===== src/rtl/irq_rst_pkg.sv =====
package irq_rst_pkg;
  localparam int ADDR_W  = 8;
  localparam int DATA_W  = 32;
  localparam int NUM_SRC = 6;

  localparam logic [ADDR_W-1:0] OFS_GATE = 8'h1C;
  localparam logic [ADDR_W-1:0] OFS_PEND = 8'h20;
  localparam logic [ADDR_W-1:0] OFS_MASK = 8'h28;
  localparam logic [ADDR_W-1:0] OFS_KRST = 8'h40;

  localparam logic [DATA_W-1:0] RST_KEY = 32'h0000_000A;

  typedef enum logic [2:0] {
    SEL_NONE,
    SEL_GATE,
    SEL_PEND,
    SEL_MASK,
    SEL_KRST
  } reg_sel_e;

  function automatic reg_sel_e decode_addr(input logic [ADDR_W-1:0] a);
    case (a)
      OFS_GATE: return SEL_GATE;
      OFS_PEND: return SEL_PEND;
      OFS_MASK: return SEL_MASK;
      OFS_KRST: return SEL_KRST;
      default:  return SEL_NONE;
    endcase
  endfunction
endpackage


===== src/rtl/irq_status_bank.sv =====
module irq_status_bank #(
  parameter int NUM_SRC = 6
) (
  input  logic               clk,
  input  logic               rst_n,
  input  logic [NUM_SRC-1:0] evt_i,
  input  logic [NUM_SRC-1:0] clr_i,
  input  logic               wipe_i,
  output logic [NUM_SRC-1:0] pend_o
);
  for (genvar g = 0; g < NUM_SRC; g++) begin : g_src
    logic bit_q;

    // Priority: soft-reset wipe, then event set, then write-one clear.
    always_ff @(posedge clk or negedge rst_n) begin
      if (!rst_n)          bit_q <= 1'b0;
      else if (wipe_i)     bit_q <= 1'b0;
      else if (evt_i[g])   bit_q <= 1'b1;
      else if (clr_i[g])   bit_q <= 1'b0;
    end
    assign pend_o[g] = bit_q;

    a_r2_event_latches: assert property (@(posedge clk) disable iff (!rst_n)
      (evt_i[g] && !wipe_i) |=> pend_o[g]);
    a_r2_bit_holds: assert property (@(posedge clk) disable iff (!rst_n)
      (pend_o[g] && !clr_i[g] && !wipe_i) |=> pend_o[g]);
    a_r3_clear_drops: assert property (@(posedge clk) disable iff (!rst_n)
      (clr_i[g] && !evt_i[g]) |=> !pend_o[g]);
    a_r4_set_wins: assert property (@(posedge clk) disable iff (!rst_n)
      (evt_i[g] && clr_i[g] && !wipe_i) |=> pend_o[g]);
  end

  a_r10_wipe_empties: assert property (@(posedge clk) disable iff (!rst_n)
    wipe_i |=> (pend_o == '0));
endmodule


===== src/rtl/irq_mask_gate.sv =====
module irq_mask_gate #(
  parameter int NUM_SRC = 6
) (
  input  logic               clk,
  input  logic               rst_n,
  input  logic               wr_mask_i,
  input  logic [NUM_SRC-1:0] mask_wdata_i,
  input  logic               wr_gate_i,
  input  logic               gate_wdata_i,
  input  logic [NUM_SRC-1:0] pend_i,
  output logic [NUM_SRC-1:0] mask_o,
  output logic               gate_o,
  output logic               irq_o
);
  always_ff @(posedge clk or negedge rst_n) begin
    if (!rst_n) begin
      mask_o <= '0;
      gate_o <= 1'b0;
    end else begin
      if (wr_mask_i) mask_o <= mask_wdata_i;
      if (wr_gate_i) gate_o <= gate_wdata_i;
    end
  end

  logic [NUM_SRC-1:0] live;
  assign live  = pend_i & mask_o;
  assign irq_o = gate_o & (|live);

  a_r5_mask_stored: assert property (@(posedge clk) disable iff (!rst_n)
    wr_mask_i |=> (mask_o == $past(mask_wdata_i)));
  a_r7_gate_stored: assert property (@(posedge clk) disable iff (!rst_n)
    wr_gate_i |=> (gate_o == $past(gate_wdata_i)));
  a_r7_gate_blocks: assert property (@(posedge clk) disable iff (!rst_n)
    !gate_o |-> !irq_o);
  a_r6_needs_source: assert property (@(posedge clk) disable iff (!rst_n)
    irq_o |-> (|(pend_i & mask_o)));
endmodule


===== src/rtl/irq_soft_reset.sv =====
module irq_soft_reset #(
  parameter int                 DATA_W = 32,
  parameter logic [DATA_W-1:0]  KEY    = 32'h0000_000A
) (
  input  logic              clk,
  input  logic              rst_n,
  input  logic              wr_i,
  input  logic [DATA_W-1:0] wdata_i,
  output logic              hit_o,
  output logic              pulse_o
);
  assign hit_o = wr_i && (wdata_i == KEY);

  always_ff @(posedge clk or negedge rst_n) begin
    if (!rst_n) pulse_o <= 1'b0;
    else        pulse_o <= hit_o;
  end

  a_r8_key_pulses: assert property (@(posedge clk) disable iff (!rst_n)
    (wr_i && wdata_i == KEY) |=> pulse_o);
  a_r8_one_cycle: assert property (@(posedge clk) disable iff (!rst_n)
    !wr_i |=> !pulse_o);
  a_r9_wrong_value: assert property (@(posedge clk) disable iff (!rst_n)
    (wr_i && wdata_i != KEY) |=> !pulse_o);
endmodule


===== src/rtl/irq_rst_ctl.sv =====
module irq_rst_ctl
  import irq_rst_pkg::*;
#(
  parameter int AW = ADDR_W,
  parameter int DW = DATA_W,
  parameter int NS = NUM_SRC
) (
  input  logic          clk,
  input  logic          rst_n,
  input  logic          reg_wr,
  input  logic [AW-1:0] reg_addr,
  input  logic [DW-1:0] reg_wdata,
  output logic [DW-1:0] reg_rdata,
  input  logic [NS-1:0] evt_i,
  output logic          irq_o,
  output logic          core_rst_o
);
  localparam int GATE_BIT = DW - 1;

  reg_sel_e sel;
  assign sel = decode_addr(reg_addr);

  logic wr_pend, wr_mask, wr_gate, wr_krst;
  assign wr_pend = reg_wr && (sel == SEL_PEND);
  assign wr_mask = reg_wr && (sel == SEL_MASK);
  assign wr_gate = reg_wr && (sel == SEL_GATE);
  assign wr_krst = reg_wr && (sel == SEL_KRST);

  logic [NS-1:0] clr_mask;
  assign clr_mask = wr_pend ? reg_wdata[NS-1:0] : '0;

  logic          key_hit;
  logic [NS-1:0] pend;
  logic [NS-1:0] mask;
  logic          gate;

  irq_soft_reset #(.DATA_W(DW), .KEY(RST_KEY)) u_krst (
    .clk     (clk),
    .rst_n   (rst_n),
    .wr_i    (wr_krst),
    .wdata_i (reg_wdata),
    .hit_o   (key_hit),
    .pulse_o (core_rst_o)
  );

  irq_status_bank #(.NUM_SRC(NS)) u_pend (
    .clk    (clk),
    .rst_n  (rst_n),
    .evt_i  (evt_i),
    .clr_i  (clr_mask),
    .wipe_i (key_hit),
    .pend_o (pend)
  );

  irq_mask_gate #(.NUM_SRC(NS)) u_gate (
    .clk          (clk),
    .rst_n        (rst_n),
    .wr_mask_i    (wr_mask),
    .mask_wdata_i (reg_wdata[NS-1:0]),
    .wr_gate_i    (wr_gate),
    .gate_wdata_i (reg_wdata[GATE_BIT]),
    .pend_i       (pend),
    .mask_o       (mask),
    .gate_o       (gate),
    .irq_o        (irq_o)
  );

  always_comb begin
    reg_rdata = '0;
    case (sel)
      SEL_GATE: reg_rdata[GATE_BIT] = gate;
      SEL_PEND: reg_rdata[NS-1:0]   = pend;
      SEL_MASK: reg_rdata[NS-1:0]   = mask;
      default:  reg_rdata           = '0;
    endcase
  end

  a_r11_quiet_reads: assert property (@(posedge clk) disable iff (!rst_n)
    (sel == SEL_NONE || sel == SEL_KRST) |-> (reg_rdata == '0));
  a_r8_pulse_not_idle: assert property (@(posedge clk) disable iff (!rst_n)
    !wr_krst |=> !core_rst_o);
endmodule


===== config.mk =====
export PLATFORM = sky130hd
export DESIGN_NAME = irq_rst_ctl
export DESIGN_NICKNAME = d
export VERILOG_FILES = /design/src/rtl/irq_rst_pkg.sv /design/src/rtl/irq_status_bank.sv /design/src/rtl/irq_mask_gate.sv /design/src/rtl/irq_soft_reset.sv /design/src/rtl/irq_rst_ctl.sv
export SDC_FILE = /design/constraint.sdc
export NUM_CORES = 1
export LEC_CHECK = 0
export BUFFER_PORTS_ARGS = -buffer_cell sky130_fd_sc_hd__buf_2
export CAP_MARGIN = 20
export CORE_ASPECT_RATIO = 1.75
export CORE_UTILIZATION = 43
export CTS_BUF_LIST = sky130_fd_sc_hd__clkbuf_16
export DETAILED_ROUTE_END_ITERATION = 12
export PLACE_DENSITY = 0.82
export SETUP_SLACK_MARGIN = 0.02
export SLEW_MARGIN = 25
export SYNTH_ARGS = -nofsm -noshare
export SYNTH_HDL_FRONTEND = slang
export SYNTH_SLANG_ARGS = --single-unit
export TNS_END_PERCENT = 5

===== constraint.sdc =====
create_clock -name clk -period 1.7 [get_ports clk]
set_input_delay 0 -clock clk [delete_from_list [all_inputs] [get_ports clk]]
set_output_delay 0 -clock clk [all_outputs]
set_load 0.01 [all_outputs]

==> impl_metrics.json <==
{
  "status": "completed",
  "cts_buffer_depth": 2,
  "drtAntennaViolNets": 0,
  "io_pins": 83,
  "worstSetupPathType": "in -> out",
  "leakage_nw": 0.7842,
  "cts_tree": "done",
  "post-route-period-util_pct": 92.36,
  "grt_pass1_vias": 992,
  "critPathTopFamily": "simple AND/OR/NAND/NOR gates",
  "drc_errors": 0,
  "crit_fanout": 7,
  "grt_max_degree": 15,
  "path_buf_inv": 3,
  "dp_hpwl_um": 2126,
  "num_vias": 1050,
  "setup_viol_count_final": 0,
  "hold_path_class": "in -> reg",
  "vias_per_cell": 5.122,
  "synth_top_area_share_pct": 31.67,
  "fin_crit_ns": 1.570,
  "clock_skew_ns": 0,
  "p_per_area_nw_per_um2": 646.8,
  "dr.pass1.iters": 2,
  "cts.clk_slew.worst_paths_ns": 0.04,
  "synth_most_common_cell": "buf_4",
  "crit_required_ns": 1.70,
  "drv_cap": 0,
  "portBuffers": 57,
  "die_area_um2": 2787,
  "rsz0062_at_grt": "false",
  "ys_warn_count": 0,
  "worstPathArrival_ns": 1.57,
  "maxSlewViolCount": 0,
  "drtIter0Drc": 15,
  "antenna_found_initial": 0,
  "cpPeakStageDelay_ns": 0.48,
  "die_h_um": 69.09,
  "worst_path_max_delay_cell": "or3_1",
  "cp-start-kind": "input pin",
  "setup-tns-final_ns": 0,
  "yosys.area.top_type": "dfrtp_1",
  "finalHoldViolCount": 0,
  "initial_core_util_pct": 44.92,
  "ys.flop_type": "dfrtp_1",
  "cts_buffers": 3,
  "power_frac_seq_pct": 36.9,
  "routed_wl_um": 2510,
  "fin_util_pct": 59.30,
  "irDropWorstVdd_mv": 0.6316,
  "grt_usage_pct": 20.35,
  "fmax_ghz": 0.6369,
  "clockPowerShare_pct": 46.0,
  "die_width_um": 40.34,
  "synthTopCellsByArea": "dfrtp_1 (32%), buf_4 (17%), mux2_2 (6.1%)",
  "core_area_um2": 2462,
  "synth_edf_count": 0,
  "routedWlPerCell_um": 12.24,
  "antenna_cells": 0,
  "p_sw_mw": 0.2183,
  "ys_ff_latch": 14,
  "switching_share_pct": 23.11,
  "path_cells": "buf_2 > or3_1 > buf_4 > or3_1 > nor2_1 > buf_2",
  "cts_setup_buffers": 0,
  "drive_gt1_share_pct": 39.11,
  "areaGrowthSynthToFinish_pct": 32.01,
  "p_comb_share_pct": 17.1,
  "grt_remaining_overflow": 0,
  "synth_cell_types": 25,
  "endpoint_kind": "output port",
  "synth_common_cells": "buf_4 (25), dfrtp_1 (14), inv_1 (14)",
  "synth-async-reset-ratio_pct": 100.0,
  "clkLatencyLatePin_ns": 0.24,
  "internal_power_mw": 0.7262,
  "clock-sinks": 14,
  "avgSynthCellArea_um2": 9.454,
  "synth_area_um2": 1106,
  "root_buffer": "clkbuf_16",
  "gp_congestion": 0.8339,
  "ys_seq_area_share_pct": 31.67,
  "htreeDepth": 1,
  "fin_nets": 230,
  "rows": 24,
  "n_fill_cell": 231,
  "grt_pass1_wl_um": 3974,
  "synthCells": 117
}
==> timing repair <==
action / CTS / global route
hold buffers: 7 / 0
setup endpoints to repair: 0 / 0
resized for setup: 0 / 0
endpoints found under the hold margin: 20 / 0
==> layout make-up <==
cell class | count | area (um^2) | share of cell area [%]
Clock buffer | 3 | 75.07 | 5.141
Inverter | 14 | 52.55 | 3.599
Multi-Input combinational cell | 82 | 579.3 | 39.67
Sequential cell | 14 | 350.3 | 23.99
Tap cell | 26 | 32.53 | 2.228
Timing Repair Buffer | 66 | 370.4 | 25.36
==> registers in the layout, indices dropped and copies added, names as in the netlist <==
register and flops:
u_gate.gate_o 1, u_gate.mask_o 6, u_krst.pulse_o 1, u_pend.g_src.bit_q 6
==> kinds of logic (layout without fill, tap and decap cells) <==
family	Yosys count	count (layout)	synth area share, %
buf+inv	45	83	24.09
other cells	1	25	0.3390
flops	14	14	31.67
simple gates	28	28	19.23
compound gates	16	16	12.10
mux	13	13	12.56
==> through the flow <==
stage                     power, mW  hold slack (ns)  worst slack, ns  std cells  instance area (um^2)
after detailed placement     0.5022         -0.09450          0.09218        195                  1315
final                        0.9445          0.01717           0.1299        205                  1460
after global placement       0.4972         -0.09822           0.1538        195                  1315
after global routing         0.9946          0.02095          0.09323        205                  1460
after CTS                    0.9513          0.01252           0.1165        205                  1460
after floorplan              0.4683          -0.2956           0.3399        141                  1196
==> power groups by stage <==
stage               combinational [mW]  clock [mW]  sequential [mW]
finish                           0.161       0.435            0.349
global route                     0.182       0.463            0.349
CTS                              0.161       0.441            0.349
detailed placement               0.149           0            0.354
global placement                 0.144           0            0.353
floorplan                        0.117           0            0.352
==> layout by cell type (no fill, tap or decap), drive strengths merged, types with 2 or more instances in the layout <==
cell / count
dfrtp: 14
o41ai: 6
a22oi: 3
buf: 59
mux2: 7
mux2i: 6
nor4b: 3
or4: 3
dlygate4sd3: 7
conb: 25
clkbuf: 3
or3b: 2
a32oi: 6
inv: 14
nor4: 6
or3: 2
nor2: 7
==> worst paths after layout <==
check | depth (start not counted) | end | slack, ns | start
hold reg to reg | 1 | u_gate.gate_o | 0.51 | u_gate.gate_o
hold / removal | 2 | u_gate.mask_o[4] | 0.02 | reg_wdata[4]
min in group asynchronous | 2 | u_gate.mask_o[5] | 0.18 | rst_n
setup / recovery | 6 | reg_rdata[1] | 0.13 | reg_addr[7]
max in group asynchronous | 2 | u_gate.mask_o[1] | 1.29 | rst_n
setup reg to reg | 1 | u_gate.mask_o[4] | 0.92 | u_gate.mask_o[4]
==> metal layers <==
metal / wire, um / GRT usage [%] / share of wire [%] / vias to the layer above
li1: - / - / - / 498
met1: 816 / 19.23 / 33 / 489
met2: 1449 / 37.21 / 58 / 59
met3: 200 / 3.859 / 8.0 / 4
met4: 42 / 8.889 / 1.7 / 0
met5: 0 / 0 / 0 / -
No activity file was read; power rests on OpenSTA's default activity.
